<file path="config.mk">
export PLATFORM = sky130hd
export DESIGN_NAME = rp_err_logger
export DESIGN_NICKNAME = d
export VERILOG_FILES = /design/src/rtl/rp_err_pkg.sv /design/src/rtl/rp_err_decode.sv /design/src/rtl/rp_err_class.sv /design/src/rtl/rp_err_logger.sv
export SDC_FILE = /design/constraint.sdc
export NUM_CORES = 1
export LEC_CHECK = 0
export ABC_CLOCK_PERIOD_IN_PS = 900
export CORE_MARGIN = 2
export CORE_UTILIZATION = 34
export DETAILED_ROUTE_END_ITERATION = 10
export DONT_BUFFER_PORTS = 1
export SLEW_MARGIN = 20
export SYNTH_ARGS = -nofsm -noshare
export SYNTH_HDL_FRONTEND = slang
export SYNTH_SLANG_ARGS = --single-unit
</file>
<file path="constraint.sdc">
create_clock -name clk -period 0.9 [get_ports clk]
set_input_delay 0.09 -clock clk [delete_from_list [all_inputs] [get_ports clk]]
set_output_delay 0.09 -clock clk [all_outputs]
set_load 0.02 [all_outputs]
</file>
<file path="src/rtl/rp_err_pkg.sv">
package rp_err_pkg;

  typedef enum logic [1:0] {
    KIND_COR = 2'b00,
    KIND_NF  = 2'b01,
    KIND_RSV = 2'b10,
    KIND_FAT = 2'b11
  } msg_kind_e;

  localparam int STS_W     = 5;
  localparam int NCLASS    = 2;
  localparam int CLS_COR   = 0;
  localparam int CLS_UNC   = 1;
  localparam int BIT_FATAL = 4;

endpackage

</file>
<file path="src/rtl/rp_err_decode.sv">
module rp_err_decode #(
  parameter int BUS_W   = 8,
  parameter int DEV_W   = 5,
  parameter int FN_W    = 3,
  parameter int DEV_NUM = 0,
  localparam int RID_W  = BUS_W + DEV_W + FN_W
) (
  input  logic             clk,
  input  logic             srst,
  input  logic             msg_vld,
  input  logic [1:0]       msg_kind,
  input  logic [RID_W-1:0] msg_rid,
  input  logic             msg_virt,
  input  logic [BUS_W-1:0] cfg_bus,
  output logic             cor_evt,
  output logic             unc_evt,
  output logic             fat_evt,
  output logic [RID_W-1:0] evt_id
);
  import rp_err_pkg::*;

  logic [RID_W-1:0] self_id;
  logic             is_cor, is_unc;

  assign self_id = {cfg_bus, DEV_W'(DEV_NUM), {FN_W{1'b0}}};
  assign is_cor  = msg_vld && (msg_kind == KIND_COR);
  assign is_unc  = msg_vld && ((msg_kind == KIND_NF) || (msg_kind == KIND_FAT));

  always_ff @(posedge clk) begin
    if (srst) begin
      cor_evt <= 1'b0;
      unc_evt <= 1'b0;
      fat_evt <= 1'b0;
      evt_id  <= '0;
    end else begin
      cor_evt <= is_cor;
      unc_evt <= is_unc;
      fat_evt <= msg_vld && (msg_kind == KIND_FAT);
      evt_id  <= msg_virt ? self_id : msg_rid;
    end
  end

endmodule

</file>
<file path="src/rtl/rp_err_class.sv">
module rp_err_class #(
  parameter int ID_W = 16
) (
  input  logic            clk,
  input  logic            prst,
  input  logic            evt,
  input  logic [ID_W-1:0] evt_id,
  input  logic            clr_first,
  input  logic            clr_multi,
  output logic            first_q,
  output logic            multi_q,
  output logic [ID_W-1:0] id_q,
  output logic            first_rise
);

  logic set_first, set_multi;

  assign set_first  = evt && !first_q;
  assign set_multi  = evt &&  first_q;
  assign first_rise = set_first;

  always_ff @(posedge clk) begin
    if (prst) begin
      first_q <= 1'b0;
      multi_q <= 1'b0;
      id_q    <= '0;
    end else begin
      first_q <= set_first | (first_q & ~clr_first);
      multi_q <= set_multi | (multi_q & ~clr_multi);
      if (set_first) id_q <= evt_id;
    end
  end

endmodule

</file>
<file path="src/rtl/rp_err_logger.sv">
module rp_err_logger #(
  parameter int BUS_W   = 8,
  parameter int DEV_W   = 5,
  parameter int FN_W    = 3,
  parameter int DEV_NUM = 0,
  localparam int RID_W  = BUS_W + DEV_W + FN_W,
  localparam int SRC_W  = 2 * RID_W
) (
  input  logic                          clk,
  input  logic                          rst,
  input  logic                          pwr_rst,
  input  logic [BUS_W-1:0]              cfg_bus,
  input  logic                          msg_vld,
  input  logic [1:0]                    msg_kind,
  input  logic [RID_W-1:0]              msg_rid,
  input  logic                          msg_virt,
  input  logic                          sw_wr_en,
  input  logic [rp_err_pkg::STS_W-1:0]  sw_wr_data,
  output logic [rp_err_pkg::STS_W-1:0]  sts_q,
  output logic [SRC_W-1:0]              srcid_q
);
  import rp_err_pkg::*;

  logic             cor_evt, unc_evt, fat_evt;
  logic [RID_W-1:0] evt_id;
  logic [STS_W-1:0] clr;
  logic             cls_evt   [NCLASS];
  logic             cls_first [NCLASS];
  logic             cls_multi [NCLASS];
  logic             cls_rise  [NCLASS];
  logic [RID_W-1:0] cls_id    [NCLASS];
  logic             fatal_q;

  rp_err_decode #(
    .BUS_W(BUS_W), .DEV_W(DEV_W), .FN_W(FN_W), .DEV_NUM(DEV_NUM)
  ) u_dec (
    .clk(clk), .srst(rst | pwr_rst),
    .msg_vld(msg_vld), .msg_kind(msg_kind), .msg_rid(msg_rid),
    .msg_virt(msg_virt), .cfg_bus(cfg_bus),
    .cor_evt(cor_evt), .unc_evt(unc_evt), .fat_evt(fat_evt), .evt_id(evt_id)
  );

  assign clr = sw_wr_en ? sw_wr_data : '0;
  assign cls_evt[CLS_COR] = cor_evt;
  assign cls_evt[CLS_UNC] = unc_evt;

  for (genvar g = 0; g < NCLASS; g++) begin : g_cls
    rp_err_class #(.ID_W(RID_W)) u_cls (
      .clk(clk), .prst(pwr_rst),
      .evt(cls_evt[g]), .evt_id(evt_id),
      .clr_first(clr[2*g]), .clr_multi(clr[2*g+1]),
      .first_q(cls_first[g]), .multi_q(cls_multi[g]),
      .id_q(cls_id[g]), .first_rise(cls_rise[g])
    );
    assign sts_q[2*g]   = cls_first[g];
    assign sts_q[2*g+1] = cls_multi[g];
    assign srcid_q[g*RID_W +: RID_W] = cls_id[g];
  end

  always_ff @(posedge clk) begin
    if (pwr_rst) fatal_q <= 1'b0;
    else         fatal_q <= (cls_rise[CLS_UNC] & fat_evt) | (fatal_q & ~clr[BIT_FATAL]);
  end

  assign sts_q[BIT_FATAL] = fatal_q;

endmodule

</file>
==> impl_metrics.ini <==
[placement]
dp_slack_ns = -0.0146
place_inst = 305
gp_congestion = 0.712
port_buffers = 0

[pwr]
p_total_uw = 4180
p_leak_uw = 0.00131
ir_drop_mv = 0.632
powerDensity_mw_per_mm2 = 1340

[critical_path]
crit_fanout = 11
r2r_start = g_cls[1].u_cls.first_q
critPathBufInv = 2
worstPathCellList = buf_6 > nor2b_4 > buf_12 > mux2i_1
worst_ep_required_time_ns = 1.13
regToRegSetupSlack_ns = -0.07
end_kind = register
slowest_delay_ns = 0.34
reg2reg_depth = 4
cp.arrival_ns = 1.21
critical_path_class = register to register
slowest_stage = dfxtp_2
cp_top_family = flip-flops
rr_endpoint = g_cls[1].u_cls.id_q[2]
startpoint_type = register

[detailed_routing]
vias_per_cell = 4.36
vias = 1499
drc = 0
drtAntennaViolNets = 0
wl_per_cell_microns = 13.5
drt_iter0_drc = 50
firstDrtPassIters = 4
routed_wl_mm = 4.64

[final_layout]
fillers = 593
postLayoutCoreUtil = 0.498
final_nets = 303
synthToLayoutAreaGrowth_pct = 42.7
antenna_cells = 0
final_cells = 344
layout-drive-gt1-share = 0.408

[status]
violations = negative hold slack, negative setup slack
status = complete, but fails checks

[floorplanning]
dieArea_sq_mm = 0.00710
pin_count = 74
fp.dieW_microns = 84.3
die_y_microns = 84.3
rows = 29
initial_core_util = 0.349
core_area_sq_mm = 0.00628

[synthesis]
yosysWarnings = 0
synthFlopType = dfxtp_1
syn_inst = 200
synth-edff-count = 0
synth.distinct_cells = 21
syn-num-nets = 237
avgSynthCellArea_sq_um = 11.0
yosysSeqAreaShare = 0.512
ys_seq_elements = 56
async_flop_share = 0
syn_area_sq_mm = 0.00219

[clocking]
htree_levels = 2
cts_root_buf = clkbuf_8
cts.sinks = 56
cts_hold_buffers = 27
path_clk_slew_ns = 0.10
clk_latency_ns = 0.31
cts_tree = done
clock_path_buffers = 2
cts_buffers = 5

[worst_hold_path]
hold_class = input pin to register
holdPathStages = 1
whs_endpoint = g_cls[0].u_cls.multi_q
holdCritStartpoint = pwr_rst

[timing]
timing.final.crit_period_ns = 0.974
maxSlewViolCount = 0
finalHoldWorstSlack_ns = -0.162
layout_setup_ws_ns = -0.0745
fin_worst_skew_ns = 0.0119
worst_pin_slew_ns = 0.173
finalSetupViolCount = 17
rsz0062_at_grt = yes
finalHoldViolCount = 45
fin_crit_sh = 1.08
slew_headroom = 0.881
fmax_mhz = 1030

[global_route]
track_usage = 0.127
gr-total-overflow = 0
grt_pass1_vias = 1485
antenna_found_initial = 0
grt_pass1_wl_mm = 7.10
grt_max_degree = 57

[flow_run]
cap_viol_max_count = 0
## flip-flops by register name, indices dropped and copies added, names as in the netlist
name	count
u_dec.unc_evt	1
g_cls.u_cls.id_q	32
u_dec.fat_evt	1
u_dec.evt_id	16
fatal_q	1
g_cls.u_cls.first_q	2
g_cls.u_cls.multi_q	2
u_dec.cor_evt	1
## per-stage QoR
stage	instance area [sq um]	TNS (ns)
after global placement	2550	0
after CTS	2980	-1.22
after global routing	3130	-1.88
after detailed placement	2550	-0.0690
final	3130	-0.853
after floorplan	2220	-0.101
## layout make-up
type                            count  area, sq um  share of cell area
Clock buffer                        5         68.8              0.0220
Clock inverter                      3         18.8             0.00600
Multi-Input combinational cell    128          991               0.317
Sequential cell                    56         1170               0.374
Tap cell                           77         96.3              0.0308
Timing Repair Buffer               75          782               0.250
## layout by cell type, fill, tap and decap left out, drive strengths merged
| cell | synthesis | routed |
|---|---|---|
| and2 | 8 | 8 |
| nand3b | 1 | 1 |
| nor4b | 1 | 1 |
| dfxtp | 56 | 56 |
| or2 | 1 | 1 |
| a311oi | 2 | 2 |
| mux2i | 40 | 40 |
| and4 | 1 | 1 |
| a21oi | 3 | 3 |
| nor3 | 1 | 1 |
| and3 | 1 | 1 |
| nand2 | 2 | 2 |
| buf | 11 | 48 |
| nand2b | 50 | 51 |
| clkbuf | 6 | 5 |
| dlygate4sd3 | 0 | 27 |
| a21bo | 3 | 3 |
| nor2 | 11 | 11 |
| nor2b | 2 | 2 |
| clkinv | 0 | 3 |
## cell usage after synthesis (all sizes together) (2+ instances only)
cell,count,share of area
a21bo,3,0.014
a21oi,3,0.0069
a311oi,2,0.0080
and2,8,0.027
buf,11,0.042
clkbuf,6,0.011
dfxtp,56,0.51
mux2i,40,0.18
nand2,2,0.0034
nand2b,50,0.14
nor2,11,0.019
nor2b,2,0.0057
## layer usage
layer | global-route usage | wire, microns
met1 | 0.152 | 1960
met2 | 0.211 | 2390
met3 | 0.0364 | 213
met4 | 0.0572 | 64
met5 | 0 | 0
## power by group
part           internal [uW]  switching [uW]
sequential              2510            15.5
clock                    545             797
combinational            208             101
total                   3260             913
## logic make-up (layout without fill, tap and decap cells)
kind of cell           count (synthesis)  after routing  synth area share
AND/OR/NAND/NOR                       79             80             0.224
buffers and inverters                 17             83            0.0525
flip-flops                            56             56             0.512
AO/OA/AOI/OAI                          8              8            0.0286
multiplexers                          40             40             0.183
## worst register-to-register path, cell delays in order (launching register included)
cell	delay, ns
dfxtp_2	0.34
buf_6	0.11
nor2b_4	0.12
buf_12	0.16
mux2i_1	0.19
## worst max-delay path by stage
stage | to | cells past startpoint | start | slack [ns]
6_report | g_cls[1].u_cls.id_q[2] | 4 | g_cls[1].u_cls.first_q | -0.07
5_1_grt | g_cls[1].u_cls.id_q[10] | 4 | g_cls[1].u_cls.first_q | -0.11
4_1_cts | sts_q[2] | 2 | g_cls[1].u_cls.first_q | -0.08
3_5_place_dp | g_cls[0].u_cls.id_q[3] | 2 | g_cls[0].u_cls.first_q | -0.01
3_3_place_gp | g_cls[0].u_cls.id_q[15] | 3 | g_cls[0].u_cls.first_q | 0.02
2_1_floorplan | g_cls[0].u_cls.id_q[11] | 3 | u_dec.cor_evt | -0.02
## repair_timing
| item | CTS | global route |
|---|---|---|
| resized for setup | 22 | 52 |
| setup endpoints to repair | 38 | 60 |
| cloned | 1 | 0 |
| pin swaps | 0 | 1 |
| endpoints found under the hold margin | 56 | 45 |
| buffers inserted | 2 | 2 |
Power figures use the tool's default switching activity.
